==> config.mk <==
export PLATFORM = sky130hd
export DESIGN_NAME = byte_uart
export DESIGN_NICKNAME = d
export VERILOG_FILES = /design/src/rtl/byte_uart_pkg.sv /design/src/rtl/byte_uart_rxq.sv /design/src/rtl/byte_uart_tx.sv /design/src/rtl/byte_uart_rx.sv /design/src/rtl/byte_uart.sv
export SDC_FILE = /design/constraint.sdc
export NUM_CORES = 1
export LEC_CHECK = 0
export ABC_AREA = 0
export BUFFER_PORTS_ARGS = -buffer_cell sky130_fd_sc_hd__buf_2
export CAP_MARGIN = 10
export CELL_PAD_IN_SITES_DETAIL_PLACEMENT = 0
export CELL_PAD_IN_SITES_GLOBAL_PLACEMENT = 2
export CORE_MARGIN = 2
export CORE_UTILIZATION = 30
export DETAILED_ROUTE_END_ITERATION = 8
export GPL_ROUTABILITY_DRIVEN = 0
export PLACE_DENSITY_LB_ADDON = 0.1
export REMOVE_ABC_BUFFERS = 1
export SYNTH_ARGS = -nofsm -noshare
export SYNTH_HDL_FRONTEND = slang
export SYNTH_HIERARCHICAL = 1
export SYNTH_SLANG_ARGS = --single-unit
==> constraint.sdc <==
create_clock -name clk -period 4.05 [get_ports clk]
set_clock_uncertainty 0.05 [all_clocks]
set_input_delay 0.2025 -clock clk [delete_from_list [all_inputs] [get_ports clk]]
set_output_delay 0.2025 -clock clk [all_outputs]
set_load 0.05 [all_outputs]
==> src/rtl/byte_uart_pkg.sv <==
package byte_uart_pkg;
    localparam logic [2:0] SEL_ID0   = 3'd0;
    localparam logic [2:0] SEL_ID1   = 3'd1;
    localparam logic [2:0] SEL_ID2   = 3'd2;
    localparam logic [2:0] SEL_ID3   = 3'd3;
    localparam logic [2:0] SEL_DATA  = 3'd4;
    localparam logic [2:0] SEL_STAT  = 3'd5;
    localparam logic [2:0] SEL_DIVLO = 3'd6;
    localparam logic [2:0] SEL_DIVHI = 3'd7;

    localparam int ST_FERR    = 0;
    localparam int ST_OERR    = 1;
    localparam int ST_RXIE    = 2;
    localparam int ST_RXFULL  = 3;
    localparam int ST_RXONE   = 4;
    localparam int ST_RXEMPTY = 5;
    localparam int ST_TXIE    = 6;
    localparam int ST_TXEMPTY = 7;

    typedef enum logic [1:0] {TX_IDLE, TX_START, TX_DATA, TX_STOP} tx_state_e;
    typedef enum logic [1:0] {RX_IDLE, RX_HUNT, RX_DATA, RX_STOP} rx_state_e;
endpackage

==> src/rtl/byte_uart_rxq.sv <==
module byte_uart_rxq #(
    parameter int DEPTH = 4,
    parameter int W     = 8
) (
    input  logic         clk,
    input  logic         rst_n,
    input  logic         push,
    input  logic         pop,
    input  logic [W-1:0] din,
    output logic [W-1:0] dout,
    output logic         empty,
    output logic         full,
    output logic         one_left,
    output logic         overflow
);
    localparam int P_W = (DEPTH > 1) ? $clog2(DEPTH) : 1;
    localparam int C_W = $clog2(DEPTH + 1);
    localparam logic [C_W-1:0] C_MAX = C_W'(DEPTH);
    localparam logic [P_W-1:0] P_LAST = P_W'(DEPTH - 1);

    logic [W-1:0]   mem [DEPTH];
    logic [P_W-1:0] wp, rp;
    logic [C_W-1:0] cnt;
    logic           do_push, do_pop;

    function automatic logic [P_W-1:0] nxt(input logic [P_W-1:0] p);
        return (p == P_LAST) ? '0 : p + 1'b1;
    endfunction

    assign empty    = (cnt == '0);
    assign full     = (cnt == C_MAX);
    assign one_left = (cnt == C_MAX - 1'b1);
    assign do_pop   = pop && !empty;
    assign do_push  = push && (!full || do_pop);
    assign overflow = push && !do_push;
    assign dout     = mem[rp];

    always_ff @(posedge clk or negedge rst_n) begin
        if (!rst_n) begin
            wp  <= '0;
            rp  <= '0;
            cnt <= '0;
        end else begin
            if (do_push) wp <= nxt(wp);
            if (do_pop)  rp <= nxt(rp);
            case ({do_push, do_pop})
                2'b10:   cnt <= cnt + 1'b1;
                2'b01:   cnt <= cnt - 1'b1;
                default: cnt <= cnt;
            endcase
        end
    end

    always_ff @(posedge clk) begin
        if (do_push) mem[wp] <= din;
    end

    p_no_overflow_r7: assert property (@(posedge clk) disable iff (!rst_n)
        cnt <= C_MAX);
    p_full_keeps_r7: assert property (@(posedge clk) disable iff (!rst_n)
        (full && push && !pop) |=> (cnt == C_MAX));
    p_empty_read_still_r11: assert property (@(posedge clk) disable iff (!rst_n)
        (empty && pop && !push) |=> (cnt == '0));
endmodule

==> src/rtl/byte_uart_tx.sv <==
module byte_uart_tx
    import byte_uart_pkg::*;
#(
    parameter int DATA_W = 8,
    parameter int OVS    = 4
) (
    input  logic              clk,
    input  logic              rst_n,
    input  logic              tick,
    input  logic              load,
    input  logic [DATA_W-1:0] load_data,
    output logic              txd,
    output logic              hold_empty
);
    localparam int Q_W = $clog2(OVS);
    localparam int B_W = $clog2(DATA_W);
    localparam logic [Q_W-1:0] Q_LAST = Q_W'(OVS - 1);
    localparam logic [B_W-1:0] B_LAST = B_W'(DATA_W - 1);

    tx_state_e         state_q, state_d;
    logic [Q_W-1:0]    q_cnt;
    logic [B_W-1:0]    b_cnt;
    logic [DATA_W-1:0] hold_q, shift_q;
    logic              slot_end;

    assign slot_end = tick && (q_cnt == Q_LAST);

    always_comb begin
        state_d = state_q;
        unique case (state_q)
            TX_IDLE:  if (!hold_empty && tick) state_d = TX_START;
            TX_START: if (slot_end) state_d = TX_DATA;
            TX_DATA:  if (slot_end && b_cnt == B_LAST) state_d = TX_STOP;
            TX_STOP:  if (slot_end) state_d = TX_IDLE;
            default:  state_d = TX_IDLE;
        endcase
    end

    always_ff @(posedge clk or negedge rst_n) begin
        if (!rst_n) state_q <= TX_IDLE;
        else        state_q <= state_d;
    end

    always_ff @(posedge clk or negedge rst_n) begin
        if (!rst_n) begin
            q_cnt      <= '0;
            b_cnt      <= '0;
            hold_q     <= '0;
            shift_q    <= '0;
            hold_empty <= 1'b1;
        end else begin
            if (load && hold_empty) begin
                hold_q     <= load_data;
                hold_empty <= 1'b0;
            end
            if (state_q == TX_IDLE) begin
                q_cnt <= '0;
                b_cnt <= '0;
                if (state_d == TX_START) shift_q <= hold_q;
            end else if (tick) begin
                q_cnt <= slot_end ? '0 : q_cnt + 1'b1;
                if (slot_end && state_q == TX_DATA) begin
                    shift_q <= shift_q >> 1;
                    b_cnt   <= b_cnt + 1'b1;
                end
                if (slot_end && state_q == TX_STOP) hold_empty <= 1'b1;
            end
        end
    end

    always_comb begin
        unique case (state_q)
            TX_IDLE:  txd = 1'b1;
            TX_START: txd = 1'b0;
            TX_DATA:  txd = shift_q[0];
            TX_STOP:  txd = 1'b1;
            default:  txd = 1'b1;
        endcase
    end

    p_busy_write_dropped_r4: assert property (@(posedge clk) disable iff (!rst_n)
        (load && !hold_empty) |=> $stable(hold_q));
    p_frame_holds_slot_r4: assert property (@(posedge clk) disable iff (!rst_n)
        (state_q != TX_IDLE) |-> !hold_empty);
endmodule

==> src/rtl/byte_uart_rx.sv <==
module byte_uart_rx
    import byte_uart_pkg::*;
#(
    parameter int DATA_W = 8,
    parameter int OVS    = 4
) (
    input  logic              clk,
    input  logic              rst_n,
    input  logic              tick,
    input  logic              line,
    output logic              push,
    output logic [DATA_W-1:0] push_data,
    output logic              push_ferr
);
    localparam int Q_W = $clog2(OVS);
    localparam int B_W = $clog2(DATA_W);
    localparam logic [Q_W-1:0] Q_LAST = Q_W'(OVS - 1);
    localparam logic [Q_W-1:0] Q_MID  = Q_W'(OVS / 2 - 1);
    localparam logic [B_W-1:0] B_LAST = B_W'(DATA_W - 1);

    rx_state_e         state_q, state_d;
    logic [Q_W-1:0]    q_cnt;
    logic [B_W-1:0]    b_cnt;
    logic [DATA_W-1:0] shift_q;
    logic              slot_end, mid_pt;

    assign slot_end = tick && (q_cnt == Q_LAST);
    assign mid_pt   = tick && (q_cnt == Q_MID);

    always_comb begin
        state_d = state_q;
        unique case (state_q)
            RX_IDLE: if (tick && !line) state_d = RX_HUNT;
            RX_HUNT: if (mid_pt) state_d = line ? RX_IDLE : RX_DATA;
            RX_DATA: if (slot_end && b_cnt == B_LAST) state_d = RX_STOP;
            RX_STOP: if (slot_end) state_d = RX_IDLE;
            default: state_d = RX_IDLE;
        endcase
    end

    always_ff @(posedge clk or negedge rst_n) begin
        if (!rst_n) state_q <= RX_IDLE;
        else        state_q <= state_d;
    end

    always_ff @(posedge clk or negedge rst_n) begin
        if (!rst_n) begin
            q_cnt   <= '0;
            b_cnt   <= '0;
            shift_q <= '0;
        end else if (state_q == RX_IDLE) begin
            q_cnt <= '0;
            b_cnt <= '0;
        end else if (state_q == RX_HUNT) begin
            if (mid_pt)    q_cnt <= '0;
            else if (tick) q_cnt <= q_cnt + 1'b1;
        end else if (tick) begin
            q_cnt <= slot_end ? '0 : q_cnt + 1'b1;
            if (slot_end && state_q == RX_DATA) begin
                shift_q <= {line, shift_q[DATA_W-1:1]};
                b_cnt   <= b_cnt + 1'b1;
            end
        end
    end

    always_comb begin
        push      = (state_q == RX_STOP) && slot_end;
        push_data = shift_q;
        push_ferr = !line;
    end

    p_hunt_short_r10: assert property (@(posedge clk) disable iff (!rst_n)
        (state_q == RX_HUNT) |-> (q_cnt <= Q_MID));
    p_push_leaves_r5: assert property (@(posedge clk) disable iff (!rst_n)
        push |=> (state_q == RX_IDLE));
endmodule

==> src/rtl/byte_uart.sv <==
module byte_uart
    import byte_uart_pkg::*;
#(
    parameter logic [31:0] ID_WORD  = 32'h5A17_C301,
    parameter int          RX_DEPTH = 4,
    parameter int          OVS      = 4
) (
    input  logic       clk,
    input  logic       rst_n,
    input  logic [4:0] bus_addr,
    input  logic       bus_wr,
    input  logic       bus_rd,
    input  logic [7:0] bus_wdata,
    output logic [7:0] bus_rdata,
    input  logic       rxd,
    output logic       txd,
    output logic       irq
);
    localparam int DIV_W  = 16;
    localparam int DATA_W = 8;

    logic [2:0]        sel;
    logic              aligned, wr_stat, rd_pop, tx_load;
    logic [1:0]        rx_sync;
    logic [DIV_W-1:0]  div_q, div_cnt;
    logic              tick;
    logic              rxie_q, txie_q, ferr_q, oerr_q;
    logic [DATA_W-1:0] last_q, q_dout, rx_data;
    logic              q_empty, q_full, q_one, q_ovf;
    logic              rx_push, rx_ferr, tx_empty;
    logic [7:0]        status;

    assign sel     = bus_addr[4:2];
    assign aligned = (bus_addr[1:0] == 2'b00);
    assign wr_stat = bus_wr && aligned && (sel == SEL_STAT);
    assign tx_load = bus_wr && aligned && (sel == SEL_DATA);
    assign rd_pop  = bus_rd && aligned && (sel == SEL_DATA);
    assign tick    = (div_cnt >= div_q);

    always_ff @(posedge clk or negedge rst_n) begin
        if (!rst_n) begin
            rx_sync <= 2'b11;
            div_cnt <= '0;
        end else begin
            rx_sync <= {rx_sync[0], rxd};
            div_cnt <= tick ? '0 : div_cnt + 1'b1;
        end
    end

    always_ff @(posedge clk or negedge rst_n) begin
        if (!rst_n) begin
            div_q  <= '0;
            rxie_q <= 1'b0;
            txie_q <= 1'b0;
            ferr_q <= 1'b0;
            oerr_q <= 1'b0;
            last_q <= '0;
        end else begin
            if (bus_wr && aligned && sel == SEL_DIVLO) div_q[7:0]  <= bus_wdata;
            if (bus_wr && aligned && sel == SEL_DIVHI) div_q[15:8] <= bus_wdata;
            if (wr_stat) begin
                rxie_q <= bus_wdata[ST_RXIE];
                txie_q <= bus_wdata[ST_TXIE];
            end
            if (rx_push && rx_ferr)                  ferr_q <= 1'b1;
            else if (wr_stat && !bus_wdata[ST_FERR]) ferr_q <= 1'b0;
            if (q_ovf)                               oerr_q <= 1'b1;
            else if (wr_stat && !bus_wdata[ST_OERR]) oerr_q <= 1'b0;
            if (rd_pop && !q_empty) last_q <= q_dout;
        end
    end

    byte_uart_rx #(.DATA_W(DATA_W), .OVS(OVS)) u_rx (
        .clk(clk), .rst_n(rst_n), .tick(tick), .line(rx_sync[1]),
        .push(rx_push), .push_data(rx_data), .push_ferr(rx_ferr)
    );

    byte_uart_rxq #(.DEPTH(RX_DEPTH), .W(DATA_W)) u_rxq (
        .clk(clk), .rst_n(rst_n), .push(rx_push), .pop(rd_pop), .din(rx_data),
        .dout(q_dout), .empty(q_empty), .full(q_full), .one_left(q_one),
        .overflow(q_ovf)
    );

    byte_uart_tx #(.DATA_W(DATA_W), .OVS(OVS)) u_tx (
        .clk(clk), .rst_n(rst_n), .tick(tick), .load(tx_load),
        .load_data(bus_wdata), .txd(txd), .hold_empty(tx_empty)
    );

    always_comb begin
        status = '0;
        status[ST_FERR]    = ferr_q;
        status[ST_OERR]    = oerr_q;
        status[ST_RXIE]    = rxie_q;
        status[ST_RXFULL]  = q_full;
        status[ST_RXONE]   = q_one;
        status[ST_RXEMPTY] = q_empty;
        status[ST_TXIE]    = txie_q;
        status[ST_TXEMPTY] = tx_empty;
        irq = (rxie_q && (!q_empty || ferr_q || oerr_q)) || (txie_q && tx_empty);
    end

    always_comb begin
        bus_rdata = '0;
        if (aligned) begin
            unique case (sel)
                SEL_ID0:   bus_rdata = ID_WORD[7:0];
                SEL_ID1:   bus_rdata = ID_WORD[15:8];
                SEL_ID2:   bus_rdata = ID_WORD[23:16];
                SEL_ID3:   bus_rdata = ID_WORD[31:24];
                SEL_DATA:  bus_rdata = q_empty ? last_q : q_dout;
                SEL_STAT:  bus_rdata = status;
                SEL_DIVLO: bus_rdata = div_q[7:0];
                SEL_DIVHI: bus_rdata = div_q[15:8];
                default:   bus_rdata = '0;
            endcase
        end
    end

    p_quiet_when_masked_r12: assert property (@(posedge clk) disable iff (!rst_n)
        (!rxie_q && !txie_q) |-> !irq);
    p_err_sticky_r9: assert property (@(posedge clk) disable iff (!rst_n)
        (ferr_q && !(wr_stat && !bus_wdata[ST_FERR])) |=> ferr_q);
    p_ovr_sets_flag_r7: assert property (@(posedge clk) disable iff (!rst_n)
        q_ovf |=> oerr_q);
endmodule

==> reports/metrics.cfg, run 1 <==
[synthesis]
synth_ff_type=dfrtp_1
netlist_instances=545
synthDistinctLibCells=70
async_reset_ff_share_pct=74.2
netlist_area_um2=6480
synth_area_per_cell_um2=11.9
yosysSeqAreaShare_pct=50.4
synth_edf_count=32
synth-seq-cells=124
yosys_warnings=6

[drt]
vias=4133
drtIter0Drc=219
wl_per_cell_um=17.4
via_per_inst=4.78
drc_errors=0
drtPass1Iterations=4
final_antenna_net_count=0
wl_mm=15.0

[cts]
cts_sinks=124
clock-root-buffer=clkbuf_16
htreeDepth=4
cts_setup_buffers=0
clkTransAtPathRegs_ps=60
cts_max_path_buffers=2
clk_latency_ps=420
numCtsBuffers=17
cts_tree=done

[die]
io_pins=28
floorplan.initialDensity_pct=30.7
fp-row-count=53
die_w_um=151
fp.dieH_um=151
die-area_um2=22800
coreArea_um2=21100

[worst_setup_path]
cp_slowest_cell=or3_1
ff2ff_path_depth=16
path_depth=16
crit_required_ps=4300
cp_top_family=simple AND/OR/NAND/NOR gates
cp_data_arrival_time_ps=3740
critPathMaxStageDelay_ps=440
critPathMaxFanout=7
crit_path_frequent_cell=inv_1
cp-end-kind=flop
critPathKind=reg -> reg
start_kind=flop
crit_buf_inv=3
crit_chain=inv_1 > ha_1 > nand4_1 > or3_1 > o32ai_4 > or2_1 > nand2_1 > nor2_1 > o21a_4 > inv_1 > ha_1 > inv_1 > fa_1 > xor2_1 > nor2_1 > xor2_1
rrSetupSlack_ps=560

[sta]
maxSlewHeadroom_pct=37.1
max_freq_mhz=286
min_period_over_period_pct=86.2
hold_viol=0
fin_crit_ps=3490
setup-violations-final=0
tns_ps=0
worst_pin_slew_ps=943
fin_hold_ws_ps=10.8
rsz0062_at_grt=false
slew_violations=0

[pwr]
powerDensity_nw_per_um2=568
internal-power_mw=2.97
pwr-share-clk_pct=38.6
leakagePower_nw=3.33
p_seq_share_pct=39.3
p_sw_mw=1.32
p_sw_share_pct=30.7
ir_drop_uv=272
combPwrFrac_pct=22.1

[worst_hold_path]
hold_depth=2
hold_class=in -> reg

[final_layout]
diodes=0
fill_cells=2114
drive_gt1_share_pct=25.6
post-route-util_pct=35.8
final_nets=630
area_growth_syn_to_layout_pct=16.4

[grt]
antenna_found_initial=0
grt_pass1_wl_mm=24.6
grt_max_degree=70
grt_util_all_layers_pct=14.5
overflow=0
grt_pass1_vias=4295

[run]
max-cap-violations=0

[placed_design]
port-buffer-count=27
hpwlAfterDp_mm=10.8

[outcome]
status=finished, final reports clean

final cells by class:
type | count | area, um^2 | share of cell area (%)
Timing Repair Buffer | 36 | 215 | 2.85
Multi-Input combinational cell | 360 | 2940 | 39.0
Clock buffer | 17 | 425 | 5.64
Sequential cell | 124 | 3270 | 43.3
Clock inverter | 15 | 210 | 2.79
Inverter | 38 | 143 | 1.89
Tap cell | 275 | 344 | 4.56
Yosys cell counts (all sizes together), types with 4 or more instances:
library cell	count	area share (%)
o21ai	14	1.1
or2	6	0.58
ha	34	6.6
nand2	32	1.9
nand2b	12	1.3
and2	4	0.46
edfxtp	32	15
clkbuf	8	0.46
xor2	7	0.95
nand3	7	0.54
nor2	36	2.1
mux2i	13	2.0
nor3	22	1.7
inv	38	2.2
a21oi	27	2.1
mux2	48	8.5
xnor2	10	1.4
a211oi	9	1.7
buf	15	1.7
dfrtp	89	34
nand3b	4	0.46
nand4	10	1.3
o211ai	4	0.46
mux4	9	3.1
worst register-to-register path, cell delays in order (launching register included):
cell and delay [ps]:
dfrtp_1 370, inv_1 60, ha_1 310, nand4_1 130
or3_1 440, o32ai_4 280, or2_1 240, nand2_1 150
nor2_1 270, o21a_4 220, inv_1 50, ha_1 210
inv_1 70, fa_1 180, xor2_1 140, nor2_1 60
xor2_1 140
power by group through the flow:
stage | combinational, mW | sequential [mW] | clock [mW]
6_report | 0.947 | 1.69 | 1.65
3_5_place_dp | 0.953 | 1.71 | 0
2_1_floorplan | 0.730 | 1.64 | 0
3_3_place_gp | 0.943 | 1.71 | 0
5_1_grt | 1.06 | 1.72 | 1.76
4_1_cts | 0.965 | 1.69 | 1.70
through the flow:
stage / std cells / power (mW) / instance area (um^2) / setup slack [ps]
2_1_floorplan: 522 / 2.37 / 6340 / 206
3_3_place_gp: 829 / 2.65 / 6870 / 558
3_5_place_dp: 829 / 2.67 / 6870 / 542
4_1_cts: 865 / 4.36 / 7540 / 507
5_1_grt: 865 / 4.54 / 7540 / 221
6_report: 865 / 4.29 / 7540 / 557
cell families (layout without fill, tap and decap cells):
kind of cell / Yosys count / after routing / share of synthesized area (%)
buf+inv: 61 / 106 / 4.32
flops: 124 / 124 / 50.4
compound gates: 79 / 79 / 8.84
mux: 70 / 70 / 13.6
simple gates: 159 / 159 / 13.7
xor+xnor: 17 / 17 / 2.30
fa+ha+maj: 35 / 35 / 6.87
sequential cells by signal (all words and copies together) (netlist names), 2 cells and up, named ones only:
| register | cells |
|---|---|
| div_q | 16 |
| last_q | 8 |
| u_rx/push_data | 8 |
| u_rxq/rp | 2 |
| u_rxq/wp | 2 |
| rx_sync | 2 |
| div_cnt | 16 |
| u_tx/state_q | 2 |
| u_rxq/cnt | 3 |
| u_tx/hold_q | 8 |
| u_tx/shift_q | 8 |
| u_tx/q_cnt | 2 |
| u_rxq/mem | 32 |
| u_rx/q_cnt | 2 |
| u_tx/b_cnt | 3 |
| u_rx/b_cnt | 3 |
path summary, 6_finish.rpt:
check | end | from
min in group asynchronous | u_tx/shift_q[3] | rst_n
hold reg to reg | rx_sync[1] | rx_sync[0]
hold / removal | div_q[4] | bus_wdata[4]
setup reg to reg | u_rxq/cnt[2] | div_q[15]
setup / recovery | u_rxq/cnt[2] | div_q[15]
max in group asynchronous | div_cnt[2] | rst_n
what timing repair did:
item / CTS / global route
endpoints found under the hold margin: 71 / 0
setup endpoints to repair: 0 / 0
resized for setup: 0 / 0
hold buffers: 4 / 0
per-layer routing:
| layer | share of wire [%] | global-route usage [%] | vias up |
|---|---|---|---|
| met1 | 47 | 19.0 | 2053 |
| met2 | 49 | 23.5 | 42 |
| li1 | - | - | 2025 |
| met3 | 2.4 | 3.52 | 13 |
| met5 | 0 | 0 | - |
| met4 | 1.4 | 4.91 | 0 |
cell usage in the layout (no fill, tap or decap), drive strengths merged, types with 6 or more instances in the layout:
cell | synthesis | layout
mux4 | 9 | 9
nand2 | 32 | 32
buf | 15 | 32
xor2 | 7 | 7
o21ai | 14 | 14
nor3 | 22 | 22
nand2b | 12 | 12
a21oi | 27 | 27
nand4 | 10 | 10
or2 | 6 | 6
edfxtp | 32 | 32
mux2 | 48 | 48
clkbuf | 8 | 17
xnor2 | 10 | 10
mux2i | 13 | 13
ha | 34 | 34
inv | 38 | 44
nand3 | 7 | 7
a211oi | 9 | 9
dfrtp | 89 | 89
nor2 | 36 | 36
Note: power is estimated with default switching activity, not from simulation.
==> run 2, diff against run 1 <==
- CORE_UTILIZATION: 30 -> 37
==> run 2 against run 1 <==
Net effect:
- clock power is 4% lower
- critical path depth stayed put
- largest power group unchanged
- hold slack better by 13 ps
- setup slack worse by 33 ps
- die area is 18% lower
==> reports/metrics.cfg, run 2 (synthesized netlist as in run 1, its figures left out) <==
[drt]
via_per_inst=5.12
vias=4164
drtIter0Drc=153
wl_per_cell_um=17.5
drc_errors=0
final_antenna_net_count=0
wl_mm=14.3
drtPass1Iterations=4

[worst_setup_path]
critPathKind=reg -> reg
rrSetupSlack_ps=520
cp_slowest_cell=a2111oi_2
crit_chain=inv_1 > ha_1 > nand2b_1 > a2111oi_2 > o32ai_4 > or2_1 > nand2_1 > nor2_1 > o21a_4 > inv_1 > ha_1 > inv_1 > fa_1 > xor2_1 > nor2_1 > xor2_1
cp_data_arrival_time_ps=3810
crit_required_ps=4340
start_kind=flop
critPathMaxFanout=7
r2r-start=div_cnt[0]
cp-end-kind=flop
critPathMaxStageDelay_ps=510
timing.rr.end=u_rxq/cnt[2]
ff2ff_path_depth=16
crit_path_frequent_cell=inv_1

[cts]
numCtsBuffers=17
cts_max_path_buffers=2
cts_setup_buffers=0
cts_sinks=124
cts_tree=done
clk_latency_ps=420
clkTransAtPathRegs_ps=60
clock-root-buffer=clkbuf_16
htreeDepth=4

[final_layout]
reg_top3=u_rxq/mem: 32 flops, div_cnt: 16 flops, div_q: 16 flops
drive_gt1_share_pct=25.5
largest-register=u_rxq/mem
final_nets=629
post-route-util_pct=43.2
largest_reg_flops=32
stdcell_area_um2=7440
area_growth_syn_to_layout_pct=14.9
layout.cells.non_filler=814
final_common_cell=dfrtp_1
final_cell_mix=dfrtp_1, mux2_2, inv_1, nor2_1, ha_1
diodes=0

[sta]
setup-violations-final=0
fin_hold_ws_ps=23.5
maxSlewHeadroom_pct=46.9
hold_viol=0
rsz0062_at_grt=false
tns_ps=0
worst_pin_slew_ps=797
min_period_over_period_pct=87.1
layout_setup_ws_ps=524
slew_violations=0
max_freq_mhz=284
fin_crit_ps=3530

[die]
die_w_um=136
fp-row-count=48
floorplan.initialDensity_pct=37.6
io_pins=28
fp.dieH_um=136
die-area_um2=18600
coreArea_um2=17200

[worst_hold_path]
hp-start=bus_wdata[4]
hold_class=in -> reg
hold_depth=2
min_to=div_q[12]

[pwr]
total_power_mw=4.20
combPwrFrac_pct=22.3
internal-power_mw=2.88
p_sw_mw=1.33
leakagePower_nw=3.33
pwr-share-clk_pct=37.7
ir_drop_uv=314
p_seq_share_pct=40.0
p_sw_share_pct=31.5
powerDensity_nw_per_um2=565

[grt]
grt_pass1_vias=4285
overflow=0
grt_max_degree=59
grt_util_all_layers_pct=17.0
grt_pass1_wl_mm=23.6
antenna_found_initial=0

[placed_design]
hpwlAfterDp_mm=10.2
placed_area_um2=6800
dp_cells=779
place_ws_ps=536
port-buffer-count=27

[run]
max-cap-violations=0

[outcome]
status=finished, final reports clean

-- run 2: cell types whose count changed in the layout (fill, tap and decap cells not counted), sizes merged --
cell and delta:
inv +3, clkinvlp -2, clkbuf +1, bufinv -2, dlygate4sd3 -1
-- run 2: routing by layer --
layer  wire (um)  track usage [%]
met3         383             3.50
met2        6930             27.7
met5           0                0
met1        6730             22.6
met4         202             5.90
-- run 2: area by class of cell --
type	instances	area, um^2
Clock buffer	18	439
Clock inverter	14	175
Fill cell	1671	9790
Inverter	38	143
Multi-Input combinational cell	360	2930
Sequential cell	124	3270
Tap cell	225	282
Timing Repair Buffer	35	205
-- run 2: timing repair --
| item | 4_1_cts | 5_1_grt |
|---|---|---|
| hold buffers | 3 | 0 |
| resized for setup | 0 | 0 |
| hold endpoints to repair | 58 | 0 |
-- run 2: critical path, delay by kind of cell, from the launching register on --
| family | cells | cell delay, ps |
|---|---|---|
| buf+inv | 3 | 180 |
| xor+xnor | 2 | 310 |
| compound gates | 3 | 820 |
| fa+ha+maj | 3 | 800 |
| flops | 1 | 430 |
| simple gates | 5 | 870 |
-- run 2: how the worst max path moves through the flow --
| stage | end | cells past startpoint | from | slack (ps) |
|---|---|---|---|---|
| final | u_rxq/cnt[2] | 16 | div_cnt[0] | 520 |
| after global routing | u_rxq/cnt[2] | 16 | div_cnt[0] | 250 |
| after CTS | u_rxq/cnt[2] | 16 | div_cnt[0] | 480 |
| after detailed placement | u_rxq/cnt[2] | 15 | div_cnt[9] | 540 |
| after global placement | u_rxq/cnt[2] | 16 | div_cnt[0] | 570 |
| after floorplan | u_rxq/cnt[2] | 15 | div_cnt[13] | 210 |
-- run 2: power groups by stage --
stage	sequential (mW)	combinational [mW]	clock (mW)
2_1_floorplan	1.64	0.730	0
6_report	1.68	0.937	1.58
3_5_place_dp	1.71	0.946	0
3_3_place_gp	1.70	0.931	0
5_1_grt	1.72	1.05	1.68
4_1_cts	1.69	0.955	1.63
